===== config.mk =====
export PLATFORM = sky130hd
export DESIGN_NAME = cfgport_top
export DESIGN_NICKNAME = d
export VERILOG_FILES = /design/src/rtl/cfgport_pkg.sv /design/src/rtl/cfgport_keyseq.sv /design/src/rtl/cfgport_devbank.sv /design/src/rtl/cfgport_top.sv
export SDC_FILE = /design/constraint.sdc
export NUM_CORES = 1
export LEC_CHECK = 0
export BUFFER_PORTS_ARGS = -buffer_cell sky130_fd_sc_hd__buf_2
export CORE_ASPECT_RATIO = 0.75
export CORE_UTILIZATION = 25
export CTS_BUF_LIST = sky130_fd_sc_hd__clkbuf_4 sky130_fd_sc_hd__clkbuf_8 sky130_fd_sc_hd__clkbuf_16
export DETAILED_ROUTE_END_ITERATION = 6
export GPL_ROUTABILITY_DRIVEN = 0
export MAX_ROUTING_LAYER = met4
export PLACE_DENSITY = 0.42
export SLEW_MARGIN = 0
export SYNTH_ARGS = -nofsm -noshare
export SYNTH_HDL_FRONTEND = slang
export SYNTH_SLANG_ARGS = --single-unit

===== constraint.sdc =====
create_clock -name clk -period 3.8 [get_ports clk]
set_input_delay 0.76 -clock clk [delete_from_list [all_inputs] [get_ports clk]]
set_output_delay 0.76 -clock clk [all_outputs]
set_load 0.005 [all_outputs]

===== src/rtl/cfgport_pkg.sv =====
package cfgport_pkg;

  localparam logic [7:0] ENTER_STD = 8'h87;
  localparam logic [7:0] LEAVE_STD = 8'hAA;
  localparam logic [7:0] ENTER_ALT = 8'h88;
  localparam logic [7:0] LEAVE_ALT = 8'hBB;

  localparam logic [7:0] IDX_LDN    = 8'h07;
  localparam logic [7:0] IDX_CHIPID = 8'h20;

  localparam logic [7:0] NO_DEVICE  = 8'hFF;

  typedef enum logic [1:0] {
    KS_LOCKED = 2'd0,
    KS_HALF   = 2'd1,
    KS_OPEN   = 2'd2
  } keystate_e;

endpackage


===== src/rtl/cfgport_keyseq.sv =====
module cfgport_keyseq
  import cfgport_pkg::*;
(
  input  logic       clk,
  input  logic       rst_n,
  input  logic       alt_key,
  input  logic       idx_wr,
  input  logic [7:0] idx_byte,
  output logic       open,
  output logic       idx_load
);

  keystate_e  state_q, state_d;
  logic [7:0] enter_key, leave_key;

  assign enter_key = alt_key ? ENTER_ALT : ENTER_STD;
  assign leave_key = alt_key ? LEAVE_ALT : LEAVE_STD;

  always_comb begin
    state_d  = state_q;
    idx_load = 1'b0;
    unique case (state_q)
      KS_LOCKED: if (idx_wr && idx_byte == enter_key) state_d = KS_HALF;
      KS_HALF:   if (idx_wr) state_d = (idx_byte == enter_key) ? KS_OPEN : KS_LOCKED;
      KS_OPEN: begin
        if (idx_wr) begin
          if (idx_byte == leave_key) state_d = KS_LOCKED;
          else                       idx_load = 1'b1;
        end
      end
      default: state_d = KS_LOCKED;
    endcase
  end

  always_ff @(posedge clk) begin
    if (!rst_n) state_q <= KS_LOCKED;
    else        state_q <= state_d;
  end

  assign open = (state_q == KS_OPEN);

  // opening is only ever preceded by the half-open state
  a_r2_open_via_half: assert property (@(posedge clk) disable iff (!rst_n)
    $rose(open) |-> $past(state_q) == KS_HALF);

  // a stray byte after the first key restarts the sequence
  a_r2_stray_restarts: assert property (@(posedge clk) disable iff (!rst_n)
    (state_q == KS_HALF && idx_wr && idx_byte != enter_key) |=> state_q == KS_LOCKED);

  // leave key seals the space
  a_r3_leave_seals: assert property (@(posedge clk) disable iff (!rst_n)
    (open && idx_wr && idx_byte == leave_key) |=> !open);

endmodule


===== src/rtl/cfgport_devbank.sv =====
module cfgport_devbank #(
  parameter int NUM_LDEV = 4,
  parameter int DEV_REGS = 16,
  localparam int OFS_W   = $clog2(DEV_REGS)
) (
  input  logic                clk,
  input  logic                rst_n,
  input  logic                wr_en,
  input  logic [7:0]          ldn,
  input  logic [OFS_W-1:0]    offset,
  input  logic [7:0]          wdata,
  output logic                ldn_ok,
  output logic [7:0]          rdata,
  output logic [NUM_LDEV-1:0] dev_active
);

  logic [7:0] bank_rd [NUM_LDEV];

  assign ldn_ok = ({24'd0, ldn} < NUM_LDEV);

  for (genvar g = 0; g < NUM_LDEV; g++) begin : g_bank
    logic [7:0] regs_q [DEV_REGS];
    logic       we;

    assign we = wr_en && ldn_ok && ({24'd0, ldn} == g);

    always_ff @(posedge clk) begin
      if (!rst_n) begin
        for (int r = 0; r < DEV_REGS; r++) regs_q[r] <= 8'h00;
      end else if (we) begin
        regs_q[offset] <= wdata;
      end
    end

    assign bank_rd[g]    = regs_q[offset];
    assign dev_active[g] = regs_q[0][0];
  end

  always_comb begin
    rdata = 8'hFF;
    for (int d = 0; d < NUM_LDEV; d++) begin
      if ({24'd0, ldn} == d) rdata = bank_rd[d];
    end
  end

  // no bank changes while the device number is out of range
  a_r10_oob_no_change: assert property (@(posedge clk) disable iff (!rst_n)
    !ldn_ok |=> $stable(dev_active));

  // activate outputs move only on a bank write
  a_r9_active_on_write: assert property (@(posedge clk) disable iff (!rst_n)
    !wr_en |=> $stable(dev_active));

endmodule


===== src/rtl/cfgport_top.sv =====
module cfgport_top
  import cfgport_pkg::*;
#(
  parameter int         NUM_LDEV = 4,
  parameter int         DEV_REGS = 16,
  parameter logic [7:0] DEV_BASE = 8'h30,
  parameter logic [7:0] CHIP_ID  = 8'hA3
) (
  input  logic                clk,
  input  logic                rst_n,
  input  logic                alt_key,
  input  logic                req_valid,
  output logic                req_ready,
  input  logic                req_addr,
  input  logic                req_write,
  input  logic [7:0]          req_wdata,
  output logic                rsp_valid,
  input  logic                rsp_ready,
  output logic [7:0]          rsp_rdata,
  output logic                cfg_open,
  output logic [NUM_LDEV-1:0] dev_active
);

  localparam int OFS_W = $clog2(DEV_REGS);

  logic       acc, idx_wr, data_wr, idx_load, open;
  logic [7:0] index_q, ldn_q, win_diff, bank_rdata, rd_val;
  logic       in_window, ldn_ok;

  assign req_ready = !rsp_valid || rsp_ready;
  assign acc       = req_valid && req_ready;
  assign idx_wr    = acc && req_write && !req_addr;
  assign data_wr   = acc && req_write && req_addr && open;

  cfgport_keyseq u_keys (
    .clk      (clk),
    .rst_n    (rst_n),
    .alt_key  (alt_key),
    .idx_wr   (idx_wr),
    .idx_byte (req_wdata),
    .open     (open),
    .idx_load (idx_load)
  );

  assign cfg_open = open;

  always_ff @(posedge clk) begin
    if (!rst_n) begin
      index_q <= 8'h00;
      ldn_q   <= 8'h00;
    end else begin
      if (idx_load) index_q <= req_wdata;
      if (data_wr && index_q == IDX_LDN) ldn_q <= req_wdata;
    end
  end

  assign win_diff  = index_q - DEV_BASE;
  assign in_window = (index_q >= DEV_BASE) && ({24'd0, win_diff} < DEV_REGS);

  cfgport_devbank #(
    .NUM_LDEV (NUM_LDEV),
    .DEV_REGS (DEV_REGS)
  ) u_bank (
    .clk        (clk),
    .rst_n      (rst_n),
    .wr_en      (data_wr && in_window),
    .ldn        (ldn_q),
    .offset     (win_diff[OFS_W-1:0]),
    .wdata      (req_wdata),
    .ldn_ok     (ldn_ok),
    .rdata      (bank_rdata),
    .dev_active (dev_active)
  );

  always_comb begin
    if (!open)                    rd_val = NO_DEVICE;
    else if (!req_addr)           rd_val = index_q;
    else if (index_q == IDX_LDN)  rd_val = ldn_q;
    else if (index_q == IDX_CHIPID) rd_val = CHIP_ID;
    else if (in_window)           rd_val = ldn_ok ? bank_rdata : NO_DEVICE;
    else                          rd_val = 8'h00;
  end

  always_ff @(posedge clk) begin
    if (!rst_n) begin
      rsp_valid <= 1'b0;
      rsp_rdata <= 8'h00;
    end else if (acc && !req_write) begin
      rsp_valid <= 1'b1;
      rsp_rdata <= rd_val;
    end else if (rsp_ready) begin
      rsp_valid <= 1'b0;
    end
  end

  // sealed reads answer 0xFF
  a_r4_sealed_reads_ff: assert property (@(posedge clk) disable iff (!rst_n)
    (acc && !req_write && !open) |=> rsp_valid && rsp_rdata == NO_DEVICE);

  // identifier register
  a_r8_chip_id: assert property (@(posedge clk) disable iff (!rst_n)
    (acc && !req_write && req_addr && open && index_q == IDX_CHIPID) |=> rsp_rdata == CHIP_ID);

  // held response is stable
  a_r12_hold_stable: assert property (@(posedge clk) disable iff (!rst_n)
    (rsp_valid && !rsp_ready) |=> rsp_valid && $stable(rsp_rdata));

  // writes yield no response
  a_r12_write_silent: assert property (@(posedge clk) disable iff (!rst_n)
    (acc && req_write) |=> !rsp_valid);

  // device number only moves on a data write
  a_r7_ldn_on_write: assert property (@(posedge clk) disable iff (!rst_n)
    !data_wr |=> $stable(ldn_q));

endmodule


# ---- After elaboration in Yosys (flattened, before gate mapping)
# Memories as Yosys holds them, arrays and structs flattened.
# Index checks and enable logic that the tools add are counted.
dict set report word_totals {
  ff_bits 27
  latchBits 0
  ramBits 512
  romBits 0
  input_bits 15
  out_inout_bits 15
  wordCells 101
  mem_count 4
}
dict set report op_classes {
  addsub 1
  mul 0
  n_div 0
  order_cmp 3
  n_eq_ne 13
  n_shift 0
  n_mux 48
  n_bitwise 0
  reduce_logical 27
}
# memory depth word_bits read_ports rd_ports_with_merged_regs wr line_no
set memory_table {}
lappend memory_table {{u_bank.g_bank[0].regs_q} 16 8 2 0 16 cfgport_devbank.sv:22} ;# logic [7:0] regs_q [DEV_REGS];
lappend memory_table {{u_bank.g_bank[1].regs_q} 16 8 2 0 16 cfgport_devbank.sv:22}
lappend memory_table {{u_bank.g_bank[2].regs_q} 16 8 2 0 16 cfgport_devbank.sv:22}
lappend memory_table {{u_bank.g_bank[3].regs_q} 16 8 2 0 16 cfgport_devbank.sv:22}
# cell n
set ops {}
lappend ops {{2-to-1 mux 8 bit} 14}
lappend ops {{OR reduction 8 bit} 4}
lappend ops {{2-to-1 mux 1 bit} 22}
lappend ops {{2-to-1 mux 4 bit} 5}
lappend ops {{== test 8 x 2 -> 1 bit, second input constant} 2}
lappend ops {{== test 8 bit} 2}
lappend ops {{logical AND 1 bit} 15}
lappend ops {{2-to-1 mux 2 bit} 5}
lappend ops {{== test 8 x 1 -> 1 bit, second input constant} 1}
lappend ops {{== test 8 x 3 -> 1 bit, second input constant} 1}
lappend ops {{== test 8 x 6 -> 1 bit, second input constant} 1}
lappend ops {{greater-or-equal comparator 8 x 6 -> 1 bit, second input constant} 1}
lappend ops {{zero test 8 bit} 1}
lappend ops {{less-than comparator 8 x 3 -> 1 bit, second input constant} 1}
lappend ops {{less-than comparator 8 x 5 -> 1 bit, second input constant} 1}
lappend ops {{!= test 2 x 1 -> 1 bit, second input constant} 4}
lappend ops {{subtractor 8 x 6 -> 8 bit, second input constant} 1}
lappend ops {{case mux 2 bit (3 select lines)} 1}
lappend ops {{2-to-1 mux 5 bit} 1}
lappend ops {{AND reduction 4 bit} 1}
lappend ops {{zero test 1 bit} 3}
lappend ops {{== test 2 x 1 -> 1 bit, second input constant} 1}
lappend ops {{== test 2 bit, second input constant} 1}
lappend ops {{zero test 2 bit} 1}
lappend ops {{2 further kinds} 2}

# ---- Longest topological paths before layout
dict set report depth {
  ltp_word 14
  mapped_depth 10
  depth_no_buf 6
}

# ---- Hierarchy
# Synthesis repeated with hierarchy kept, for this count alone.
dict set report unflattened {
  hier_cells 1785
  area_unflattened_um2 25742.2
}
# mod instances cells_each area_each_um2 seq_area_each_um2
set by_module_without_submodules {}
lappend by_module_without_submodules {cfgport_devbank 1 1617 24242.0 15374.7}
lappend by_module_without_submodules {cfgport_top 1 147 1292.5 500.5}
lappend by_module_without_submodules {cfgport_keyseq 1 21 207.7 40.0}

# ---- Worst setup path before layout
# Ideal clock, no wire load.
dict set report synth_timing {
  path_type {in2reg}
  start {input req_addr}
  end {memory u_bank.g_bank[0].regs_q[0][0] (enable)}
  setup_time_ps 384
  arrival_ps 2684
  required_ps 3416
  path_slack_ps 732
  cell_stages 7
  path_buffers 3
  cell_sequence {buf_4 -> and3b_1 -> nand4_1 -> or4_4 -> buf_6 -> buf_8 -> o21ai_0}
}
# item line_no
set synth_rtl {}
lappend synth_rtl {{start, declared} cfgport_top.sv:14} ;# input logic req_addr,
lappend synth_rtl {{end, declared} cfgport_devbank.sv:22}

# ---- Worst setup path in the final report
dict set report layout_timing {
  start {register index_q[0]}
  end {register rsp_rdata[1]}
}
dict set report layout_via {
  elab_chain_len 12
  elab_cells_between_ends 20
  classes_between {add/sub: 1; order compare: 2; eq/ne: 2; mux: 10; reduce/logical: 1; memory: 4}
}
# item line_no
set layout_lines {}
lappend layout_lines {{start, declared} cfgport_top.sv:27} ;# logic [7:0] index_q, ldn_q, win_diff, bank_rdata, rd_val;
lappend layout_lines {{start signal, assigned} cfgport_top.sv:52} ;# if (idx_load) index_q <= req_wdata;
lappend layout_lines {{subtractor 8 x 6 -> 8 bit} cfgport_top.sv:57} ;# assign win_diff = index_q - DEV_BASE;
lappend layout_lines {{memory read (16 x 8 bit)} -}
lappend layout_lines {{2-to-1 mux 8 bit (4 in a row)} cfgport_devbank.sv:42} ;# if ({24'd0, ldn} == d) rdata = bank_rd[d];
lappend layout_lines {{2-to-1 mux 8 bit (2 in a row)} cfgport_top.sv:80} ;# else if (in_window) rd_val = ldn_ok ? bank_rdata : NO_DEVICE;
lappend layout_lines {{2-to-1 mux 8 bit} cfgport_top.sv:79} ;# else if (index_q == IDX_CHIPID) rd_val = CHIP_ID;
lappend layout_lines {{2-to-1 mux 8 bit *} cfgport_top.sv:78} ;# else if (index_q == IDX_LDN) rd_val = ldn_q;
lappend layout_lines {{2-to-1 mux 8 bit *} cfgport_top.sv:77} ;# else if (!req_addr) rd_val = index_q;
lappend layout_lines {{2-to-1 mux 8 bit *} cfgport_top.sv:76} ;# if (!open) rd_val = NO_DEVICE;
lappend layout_lines {{end signal, assigned} cfgport_top.sv:90} ;# rsp_rdata <= rd_val;
lappend layout_lines {{end, declared} cfgport_top.sv:19} ;# output logic [7:0] rsp_rdata,
# Every way passes the cells marked *; elsewhere a longest branch is shown, timed or not.
# A chain may end at the register's enable or synchronous reset.

==> flow_summary.yaml <==
status:
  status: "finished, final reports clean"
sta:
  min_period_ps: 3140
  finalSetupTns_ps: 0
  whs_ps: 478
  post-route-period-util: 0.825
  finalSetupViolCount: 0
  max_freq_mhz: 319
  slew_headroom: 0.269
  drv_slew: 0
  rsz0062_at_grt: "no"
  fin_skew_ps: 26.4
  final_hold_viol_count: 0
  worstMarginPinSlew_ps: 1090
routing:
  drtIter0Drc: 1724
  drt_wl_total_microns: 83300
  post_drt_via_cell_ratio: 4.85
  drtAntennaViolNets: 0
  vias: 15800
  drc_errors: 0
  drtPass1Iterations: 7
  wl_per_cell_microns: 25.5
clocking:
  clock_latency_ps: 640
  h-tree-depth: 2
  cts_setup_buffers: 0
  holdBufCountCts: 0
  numCtsBuffers: 57
  clk_pin_slew_ps: 60
  cts_tree: "yes"
  clock-sinks: 539
  cts-root-buf: "clkbuf_16"
  clock_path_buffers: 3
  cts_resized: 0
cells_and_area:
  nNetsFinal: 1892
  syn_to_final_growth_pct: 14.7
  drive_gt1_frac: 0.199
  final_common_cell: "edfxtp_1"
  utilization: 0.290
  layout_common_cells: "512 x edfxtp_1, 260 x and3_1, 258 x and2_1, 113 x buf_4, 107 x nand2_1"
  fin_cells: 3265
setup_path:
  crit_chain: "buf_4 -> mux4_2 -> a22o_1 -> a221oi_1 -> mux2i_1 -> nand3_1 -> nand3_1"
  crit_family: "flip-flops"
  crit_buf_inv: 1
  crit_path_frequent_cell: "nand3_1"
  worstPathRequired_ps: 4300
  crit_fanout: 44
  cp_slowest_cell: "dfxtp_4"
  start_kind: "register"
  cp-end-kind: "register"
  critPathKind: "register to register"
  cp.arrival_ps: 3640
  slowest_delay_ps: 880
global_route:
  grtUsageTotal: 0.164
  grt_pass1_vias: 15400
  grt-ovfl-total: 0
  antenna_found_initial: 3
  grt_max_degree: 110
  grt_pass1_wl_microns: 119000
yosys:
  ys_warn_count: 0
  synth.ff_latch_count: 539
  post-synth-top-area-cell: "edfxtp_1"
  ys_seq_area_frac: 0.619
  synth.distinct_cells: 67
  syn_area_per_cell_sq_um: 13.9
  synth_fp_nets: 1867
  synth_top_area_share: 0.598
  syn_area_sq_mm: 0.0257
  synth_edf_count: 512
  ys_top_cells_by_area: "edfxtp_1 60%, mux4_2 8.9%, and3_1 6.4%, and2_1 6.3%, mux2i_1 2.7%"
  synth_ff_type: "edfxtp_1"
  synthArstFlopShare: 0
  synth_cells: 1852
placement:
  placed_cells: 3157
  portBuffers: 29
  dp_hpwl_microns: 53800
floorplanning:
  ios: 30
  die_area_sq_mm: 0.104
  initial_core_util: 0.253
  rows: 101
  core_area_sq_mm: 0.102
  die_w_microns: 372
  die_h_microns: 280
power_and_ir_drop:
  p_per_area_mw_per_mm2: 436
  p_leak_nw: 11.0
  vdd_drop_max_v: 0.000324
hold_path:
  hp-class: "register to register"
job:
  drv_cap: 0
-- kinds of logic (layout without fill, tap and decap cells) --
family,after synthesis,count (layout),share of synthesized area
and+or+nand+nor,796,796,0.182
muxes,183,183,0.126
buffers and inverters,189,260,0.0364
DFF,539,539,0.619
AOI/OAI and AO/OA,145,145,0.0368
other,0,3,0
-- state kept, by name, indices dropped and copies added (netlist names) --
name / cells
u_bank.g_bank.regs_q: 512
index_q: 8
ldn_q: 8
rsp_rdata: 8
u_keys.state_q: 2
rsp_valid: 1
-- area by class of cell --
cell class	instances	area (sq um)
Tap cell	1339	1680
Clock inverter	29	215
Timing Repair Buffer	150	1150
Clock buffer	76	1620
Antenna cell	3	7.51
Inverter	5	18.8
Fill cell	10200	72100
Sequential cell	539	15900
Multi-Input combinational cell	1124	8860
-- synthesized netlist by cell type, drive strengths merged (6+ instances only) --
| master | n |
|---|---|
| clkbuf | 118 |
| nand3 | 23 |
| nand4 | 9 |
| o21ai | 38 |
| nand2b | 16 |
| o211ai | 9 |
| and3 | 261 |
| mux4 | 109 |
| edfxtp | 512 |
| o22ai | 6 |
| dfxtp | 27 |
| a31oi | 14 |
| and2 | 260 |
| nand2 | 107 |
| nor2b | 9 |
| mux2i | 69 |
| a211oi | 6 |
| a22oi | 20 |
| buf | 66 |
| nor3 | 15 |
| a21oi | 25 |
| nor2 | 74 |
-- routing by layer --
metal	vias to the layer above	share of wire	wire length, microns	global-route usage
li1	7050	-	-	-
met1	8238	0.50	41600	0.250
met2	471	0.43	35400	0.227
met3	75	0.063	5240	0.0284
met4	0	0.012	1010	0.0283
met5	-	0	0	-
-- per-stage QoR --
step | worst slack [ps] | instance area [sq um] | power, mW
2_1_floorplan | 732 | 25700 | 7.09
3_3_place_gp | 482 | 27600 | 7.38
3_5_place_dp | 437 | 27600 | 7.38
4_1_cts | 601 | 29500 | 13.0
5_1_grt | 506 | 29500 | 13.2
6_report | 663 | 29500 | 12.9
-- path summary, 6_finish.rpt --
path	depth (start not counted)	from	end	slack [ps]
min	1	u_keys.state_q[1]	u_keys.state_q[0]	480
max	7	index_q[0]	rsp_rdata[1]	660
min reg2reg	1	u_keys.state_q[1]	u_keys.state_q[0]	480
max reg2reg	7	index_q[0]	rsp_rdata[1]	660
-- report_power, final --
part	total, mW	leakage (nW)	internal, mW	switching (mW)
Sequential	6.75	5.51	6.67	0.0769
Combinational	0.498	4.57	0.133	0.365
Clock	5.62	0.922	3.18	2.44
Total	12.9	11.0	9.98	2.89
-- worst reg2reg max path: stages (launching register included) --
cell      delay, ps
dfxtp_4         880
buf_4           400
mux4_2          510
a22o_1          210
a221oi_1        490
mux2i_1         260
nand3_1         150
nand3_1         100
(Power assumes the default switching activity.)
